==> src/rtl/wake_pkg.sv <==
package wake_pkg;

  localparam int REG_W = 32;

  // Byte offsets of the registers
  localparam int OFS_WEN  = 'h0;
  localparam int OFS_RISE = 'h4;
  localparam int OFS_FALL = 'h8;
  localparam int OFS_CTRL = 'hC;

  localparam logic [REG_W-1:0] WEN_SAFE = 32'h0000_0003;
  localparam int RTC_BIT = 31;

  // Mask of the implemented GPIO bits
  function automatic logic [REG_W-1:0] line_mask(input int n);
    return (32'h1 << n) - 32'h1;
  endfunction

  // Writable bits of the wake-enable register
  function automatic logic [REG_W-1:0] wen_wmask(input int n);
    return line_mask(n) | (32'h1 << RTC_BIT);
  endfunction

  // Per-line qualified event: the edge is selected and the line is an input
  function automatic logic [REG_W-1:0] qual_events(
    input logic [REG_W-1:0] rise_evt,
    input logic [REG_W-1:0] fall_evt,
    input logic [REG_W-1:0] rise_en,
    input logic [REG_W-1:0] fall_en,
    input logic [REG_W-1:0] is_out
  );
    return ((rise_evt & rise_en) | (fall_evt & fall_en)) & ~is_out;
  endfunction

  // Final wake decision
  function automatic logic wake_hit(
    input logic [REG_W-1:0] evt,
    input logic [REG_W-1:0] en,
    input logic             rtc,
    input logic             rtc_en
  );
    return (|(evt & en)) | (rtc & rtc_en);
  endfunction

endpackage

==> src/rtl/wake_edge_det.sv <==
module wake_edge_det #(
  parameter int NUM_GPIO    = 16,
  parameter int SYNC_STAGES = 2
) (
  input  logic                clk,
  input  logic                rst_n,
  input  logic [NUM_GPIO-1:0] pin_in,
  output logic [NUM_GPIO-1:0] rise_evt,
  output logic [NUM_GPIO-1:0] fall_evt
);

  localparam int LAST = SYNC_STAGES - 1;

  for (genvar g = 0; g < NUM_GPIO; g++) begin : g_line
    logic [SYNC_STAGES-1:0] chain;
    logic                   prev;

    always_ff @(posedge clk or negedge rst_n) begin
      if (!rst_n) begin
        chain <= '0;
        prev  <= 1'b0;
      end else begin
        chain <= {chain[SYNC_STAGES-2:0], pin_in[g]};
        prev  <= chain[LAST];
      end
    end

    assign rise_evt[g] =  chain[LAST] & ~prev;
    assign fall_evt[g] = ~chain[LAST] &  prev;
  end

endmodule

==> src/rtl/wake_regs.sv <==
module wake_regs
  import wake_pkg::*;
#(
  parameter int NUM_GPIO = 16,
  parameter int ADDR_W   = 4
) (
  input  logic                clk,
  input  logic                rst_n,
  input  logic                reg_wr,
  input  logic [ADDR_W-1:0]   reg_addr,
  input  logic [REG_W-1:0]    reg_wdata,
  input  logic                vdd_fault_n,
  input  logic                batt_fault_n,
  output logic [REG_W-1:0]    reg_rdata,
  output logic [NUM_GPIO-1:0] wen_gpio,
  output logic                wen_rtc,
  output logic [NUM_GPIO-1:0] rise_en,
  output logic [NUM_GPIO-1:0] fall_en,
  output logic                ign_fault,
  output logic                fault_force
);

  localparam logic [ADDR_W-1:0] A_WEN  = ADDR_W'(OFS_WEN);
  localparam logic [ADDR_W-1:0] A_RISE = ADDR_W'(OFS_RISE);
  localparam logic [ADDR_W-1:0] A_FALL = ADDR_W'(OFS_FALL);
  localparam logic [ADDR_W-1:0] A_CTRL = ADDR_W'(OFS_CTRL);
  localparam logic [REG_W-1:0]  M_WEN  = wen_wmask(NUM_GPIO);
  localparam logic [REG_W-1:0]  M_EDGE = line_mask(NUM_GPIO);

  logic [REG_W-1:0] wen_q, rise_q, fall_q, ctrl_q;
  logic [1:0]       vdd_s, batt_s;
  logic             fault_seen;

  // Fault pin synchronizers, idle high
  always_ff @(posedge clk or negedge rst_n) begin
    if (!rst_n) begin
      vdd_s  <= 2'b11;
      batt_s <= 2'b11;
    end else begin
      vdd_s  <= {vdd_s[0], vdd_fault_n};
      batt_s <= {batt_s[0], batt_fault_n};
    end
  end

  assign fault_seen  = ~vdd_s[1] | ~batt_s[1];
  assign fault_force = fault_seen & ~ctrl_q[0];

  always_ff @(posedge clk or negedge rst_n) begin
    if (!rst_n) begin
      wen_q  <= WEN_SAFE;
      rise_q <= '0;
      fall_q <= '0;
      ctrl_q <= '0;
    end else begin
      if (fault_force)
        wen_q <= WEN_SAFE;
      else if (reg_wr && reg_addr == A_WEN)
        wen_q <= reg_wdata & M_WEN;
      if (reg_wr && reg_addr == A_RISE) rise_q <= reg_wdata & M_EDGE;
      if (reg_wr && reg_addr == A_FALL) fall_q <= reg_wdata & M_EDGE;
      if (reg_wr && reg_addr == A_CTRL) ctrl_q <= reg_wdata & 32'h1;
    end
  end

  always_comb begin
    case (reg_addr)
      A_WEN:   reg_rdata = wen_q;
      A_RISE:  reg_rdata = rise_q;
      A_FALL:  reg_rdata = fall_q;
      A_CTRL:  reg_rdata = ctrl_q;
      default: reg_rdata = '0;
    endcase
  end

  assign wen_gpio  = wen_q[NUM_GPIO-1:0];
  assign wen_rtc   = wen_q[RTC_BIT];
  assign rise_en   = rise_q[NUM_GPIO-1:0];
  assign fall_en   = fall_q[NUM_GPIO-1:0];
  assign ign_fault = ctrl_q[0];

endmodule

==> src/rtl/wake_combine.sv <==
module wake_combine
  import wake_pkg::*;
#(
  parameter int NUM_GPIO = 16
) (
  input  logic                clk,
  input  logic                rst_n,
  input  logic [NUM_GPIO-1:0] rise_evt,
  input  logic [NUM_GPIO-1:0] fall_evt,
  input  logic [NUM_GPIO-1:0] rise_en,
  input  logic [NUM_GPIO-1:0] fall_en,
  input  logic [NUM_GPIO-1:0] is_out,
  input  logic [NUM_GPIO-1:0] wen_gpio,
  input  logic                wen_rtc,
  input  logic                rtc_alarm,
  output logic [NUM_GPIO-1:0] line_evt,
  output logic                wake_req
);

  logic [REG_W-1:0] evt_w;
  logic             hit;

  assign evt_w = qual_events(REG_W'(rise_evt), REG_W'(fall_evt),
                             REG_W'(rise_en), REG_W'(fall_en), REG_W'(is_out));
  assign line_evt = evt_w[NUM_GPIO-1:0];
  assign hit = wake_hit(REG_W'(line_evt), REG_W'(wen_gpio), rtc_alarm, wen_rtc);

  always_ff @(posedge clk or negedge rst_n) begin
    if (!rst_n) wake_req <= 1'b0;
    else        wake_req <= hit;
  end

endmodule

==> src/rtl/wake_src_ctrl.sv <==
module wake_src_ctrl
  import wake_pkg::*;
#(
  parameter int NUM_GPIO    = 16,
  parameter int SYNC_STAGES = 2,
  parameter int ADDR_W      = 4
) (
  input  logic                clk,
  input  logic                rst_n,
  input  logic                reg_wr,
  input  logic [ADDR_W-1:0]   reg_addr,
  input  logic [31:0]         reg_wdata,
  output logic [31:0]         reg_rdata,
  input  logic [NUM_GPIO-1:0] gpio_in,
  input  logic [NUM_GPIO-1:0] gpio_is_out,
  input  logic                rtc_alarm,
  input  logic                vdd_fault_n,
  input  logic                batt_fault_n,
  output logic                wake_req
);

  // Internal events brought out for the checker
  logic [NUM_GPIO-1:0] raw_rise, raw_fall, line_evt;
  logic [NUM_GPIO-1:0] wen_gpio, rise_en, fall_en;
  logic                wen_rtc, ign_fault, fault_force;

  wake_edge_det #(.NUM_GPIO(NUM_GPIO), .SYNC_STAGES(SYNC_STAGES)) u_edge (
    .clk      (clk),
    .rst_n    (rst_n),
    .pin_in   (gpio_in),
    .rise_evt (raw_rise),
    .fall_evt (raw_fall)
  );

  wake_regs #(.NUM_GPIO(NUM_GPIO), .ADDR_W(ADDR_W)) u_regs (
    .clk          (clk),
    .rst_n        (rst_n),
    .reg_wr       (reg_wr),
    .reg_addr     (reg_addr),
    .reg_wdata    (reg_wdata),
    .vdd_fault_n  (vdd_fault_n),
    .batt_fault_n (batt_fault_n),
    .reg_rdata    (reg_rdata),
    .wen_gpio     (wen_gpio),
    .wen_rtc      (wen_rtc),
    .rise_en      (rise_en),
    .fall_en      (fall_en),
    .ign_fault    (ign_fault),
    .fault_force  (fault_force)
  );

  wake_combine #(.NUM_GPIO(NUM_GPIO)) u_comb (
    .clk       (clk),
    .rst_n     (rst_n),
    .rise_evt  (raw_rise),
    .fall_evt  (raw_fall),
    .rise_en   (rise_en),
    .fall_en   (fall_en),
    .is_out    (gpio_is_out),
    .wen_gpio  (wen_gpio),
    .wen_rtc   (wen_rtc),
    .rtc_alarm (rtc_alarm),
    .line_evt  (line_evt),
    .wake_req  (wake_req)
  );

endmodule

==> config.mk <==
export PLATFORM = sky130hd
export DESIGN_NAME = wake_src_ctrl
export DESIGN_NICKNAME = d
export VERILOG_FILES = /design/src/rtl/wake_pkg.sv /design/src/rtl/wake_edge_det.sv /design/src/rtl/wake_regs.sv /design/src/rtl/wake_combine.sv /design/src/rtl/wake_src_ctrl.sv
export SDC_FILE = /design/constraint.sdc
export NUM_CORES = 1
export LEC_CHECK = 0
export BUFFER_PORTS_ARGS = -buffer_cell sky130_fd_sc_hd__buf_2
export CAP_MARGIN = 20
export CORE_AREA = 2 2 86 96
export CTS_BUF_LIST = sky130_fd_sc_hd__clkbuf_4
export CTS_CLUSTER_SIZE = 10
export DETAILED_ROUTE_END_ITERATION = 10
export DIE_AREA = 0 0 88 98
export GPL_TIMING_DRIVEN = 0
export HOLD_SLACK_MARGIN = 0.06
export PLACE_DENSITY = 0.81
export SKIP_LAST_GASP = 1
export SLEW_MARGIN = 20
export SYNTH_ARGS = -nofsm -noshare
export SYNTH_HDL_FRONTEND = slang
export SYNTH_SLANG_ARGS = --single-unit
==> constraint.sdc <==
create_clock -name clk -period 1.93 [get_ports clk]
set_clock_uncertainty 0.15 [all_clocks]
set_input_delay 0.386 -clock clk [delete_from_list [all_inputs] [get_ports clk]]
set_output_delay 0.386 -clock clk [all_outputs]
set_load 0.05 [all_outputs]
==> results by group <==
Run status
  • Status: finished with violations
  • Failing checks: negative setup slack

Clock network
  • CTS Buf Count: 9
  • Sink Count: 103
  • H-tree Lvls: 3
  • CTS tree: done
  • Insertion delay to the later sink of the worst-skew pair: 0.42 ns
  • CTS Buffer Depth: 2
  • Clock slew at reported path FFs: 0.16 ns
  • CTS root buffer: clkbuf_4

Timing
  • WHS: 0.1696 ns
  • RSZ-0062 raised after global routing: yes
  • Final Cycle Share: 1.029
  • Fin. max-slew vios: 0
  • Hold Fails Final Rpt: 0
  • Max Clk Rate: 503.6 MHz
  • Final setup vio count: 12
  • Post-route setup slack: -0.05589 ns
  • Final min period: 1.986 ns

Die
  • Die area: 8624 um^2
  • Initial core utilization: 0.5278
  • Top-Level Pins: 107
  • Die height: 98 um
  • Die Wd: 88 um
  • # rows: 34
  • Core Footprint: 7700 um^2

Power
  • Final Power: 4.276 mW
  • Sequential power share: 0.600
  • Peak VDD IR: 0.4895 mV
  • Int Power: 3.008 mW
  • Power share of the clock group: 0.223
  • Switch Pwr: 1.268 mW
  • Ratio of total power to cell area: 764.3 nW/um^2
  • Combinational fraction of design power: 0.177
  • Switch share: 0.2965
  • P_leak: 2.619 nW

Placed design
  • GP Congestion: 0.7887
  • Port Buffers: 76
  • Placed instance count: 518
  • Detailed placer's ending HPWL: 6.261 mm

Global route
  • GRT Total Usage: 0.2441
  • GR Util met1: 0.3099
  • Global-route wire length before repair: 15.70 mm
  • Number of global-route vias before repair: 3161
  • GR peak layer: met2
  • Total grt overflow: 0
  • M2 GR Usage: 0.4009
  • Routing usage on met3: 0.04903
  • Initial antenna violation count: 0
  • Largest net degree at the start of global routing: 79

Worst setup path
  • Slowest-stage cell, CP: nor2_4
  • CP arrival: 1.45 ns
  • Worst Setup EP: reg_rdata[2]
  • R2R Setup Slk: 0.18 ns
  • Slowest Stage Delay on Critical Path: 0.20 ns
  • Crit. End Element: primary output
  • Worst path cell trace: buf_8 > nor2_4 > nand2_2 > nor2_4 > clkbuf_8 > nand2_1 > nand2_2 > buf_8
  • WS Path Type: primary input to primary output
  • R2R Path Start: u_edge.g_line[7].chain[1]$_DFF_PN0_
  • CP startpoint kind: primary input
  • CP Data Required Time: 1.39 ns
  • Critical register-to-register path endpoint: u_comb.wake_req$_DFF_PN0_
  • Crit path max fanout: 5
  • Worst R2R Path Depth: 5
  • Critical path launch point: reg_addr[0]

Route
  • Total Wirelength: 10.15 mm
  • Vias per std cell: 5.238
  • Post-DRT Antenna Nets: 0
  • DR WL/cell: 17.49 um
  • DR vias: 3038
  • Residual DRC: 0
  • DR iter-0 viols: 214
  • 1st-pass router iterations: 4

Final layout
  • Diode count: 0
  • Number of nets in the layout: 541
  • Final core occ: 0.7265
  • Non-filler instance count after layout: 580
  • Share of layout cells above drive strength 1: 0.3665
  • Area grow syn2layout: 37.65%

Synthesis
  • Post-Syn Area: 4064 um^2
  • Ys Warns: 0
  • Commonest cells in the netlist: dfrtp_1, nand2_1, mux2_1, nand3b_1
  • Syn Area/Cell: 12.74 um^2
  • Fraction of registers with async set/reset: 1.000
  • Post-synth top flop: dfrtp_1
  • Synthesized flop and latch total: 103
  • Biggest area consumer among synthesized cells: dfrtp_1
  • Gate Count Post-Synth: 319
  • Sequential cell area fraction in the yosys report: 0.6361
  • Largest cells by area after synthesis: dfrtp_1, mux2_1, nand2_1
  • Count leader, synth: dfrtp_1
  • Yosys top cell area share: 0.5973
  • EDFF count, synth: 0
  • Distinct cells, synth: 28

Hold path
  • Hold crit path type: primary input to flop

Flow run
  • Max_cap viols: 0
state kept, by name (all words and copies together), names as in the netlist:
signal and count:
u_comb.wake_req 1, u_edge.g_line.chain 32, u_edge.g_line.prev 16, u_regs.batt_s 2
u_regs.ctrl_q 1, u_regs.fall_q 16, u_regs.rise_q 16, u_regs.vdd_s 2
u_regs.wen_q 17
worst min-delay path by stage:
| stage | cells past startpoint | slack, ns | end | from |
|---|---|---|---|---|
| finish | 3 | 0.17 | u_regs.ctrl_q[0]$_DFFE_PN0P_ | reg_addr[2] |
| global route | 3 | 0.14 | u_regs.ctrl_q[0]$_DFFE_PN0P_ | reg_addr[2] |
| CTS | 4 | 0.15 | u_comb.wake_req$_DFF_PN0_ | rtc_alarm |
| floorplan | 0 | -0.06 | u_comb.wake_req$_DFF_PN0_ | rst_n |
| global placement | 0 | 0.18 | u_edge.g_line[15].chain[1]$_DFF_PN0_ | u_edge.g_line[15].chain[0]$_DFF_PN0_ |
| detailed placement | 1 | 0.11 | u_edge.g_line[4].chain[0]$_DFF_PN0_ | rst_n |
through the flow:
step                      setup slack, ns  area [um^2]  setup TNS [ns]
final                            -0.05589         5594         -0.3979
after global routing             -0.07825         5594         -0.9420
after CTS                        -0.03344         5508         -0.1320
after detailed placement          -0.6319         4710          -19.53
after global placement            -0.6720         4676          -85.21
after floorplan                  -0.03152         4160         -0.2233
layout make-up:
class / count / area, um^2
flip-flops and latches: 103 / 2585
fillers: 496 / 2106
multi-input cells: 199 / 1465
repair buffers: 123 / 1074
plain buffers: 22 / 188.9
well taps: 108 / 135.1
clock buffers: 10 / 75.07
clock inverters: 6 / 37.54
inverters: 9 / 33.78
power by group through the flow:
stage	Sequential, mW	Combinational [mW]	Clock (mW)
after detailed placement	2.59	0.622	0
after global routing	2.60	0.815	1.06
final	2.57	0.757	0.952
after CTS	2.55	0.740	0.968
after global placement	2.57	0.591	0
after floorplan	2.55	0.404	0
cells by family after synthesis:
| group | synth area share |
|---|---|
| AO/OA/AOI/OAI | 0.1041 |
| buffers and inverters | 0.04711 |
| flip-flops | 0.6361 |
| multiplexers | 0.08867 |
| other | 0.0009228 |
| AND/OR/NAND/NOR | 0.1232 |
metal layers:
layer	vias to the layer above	part of all wire	wire length [um]
met5	-	0	0
met4	0	0.035	360
met3	25	0.061	617
met2	119	0.52	5241
met1	1497	0.39	3927
li1	1397	-	-
timing repair:
action | CTS | global route
buffers inserted | 7 | 0
setup endpoints to repair | 17 | 17
hold buffers | 36 | 0
resized for setup | 67 | 22
pin swaps | 12 | 22
cloned | 3 | 0
hold endpoints to repair | 161 | 0
placed cells by master (no fill, tap or decap), types with 3 or more instances in the layout:
cell type	instances
nand4_1	3
nand2_2	15
conb_1	15
dfstp_2	6
clkbuf_4	10
dfrtp_1	97
mux2_2	7
a22oi_2	13
a21oi_1	3
o21ai_0	16
a22o_1	15
a32oi_1	7
nor2b_1	8
inv_1	9
buf_2	57
nor2_4	4
mux2_1	25
nand3b_1	18
buf_4	20
buf_6	10
buf_8	19
dlygate4sd3_1	36
nand2_1	38
a22oi_1	3
critical path: cells and delay by family:
kind,cells,cell delay (ns)
AND/OR/NAND/NOR,5,0.60
buffers and inverters,3,0.44
(Power assumes the default switching activity.)
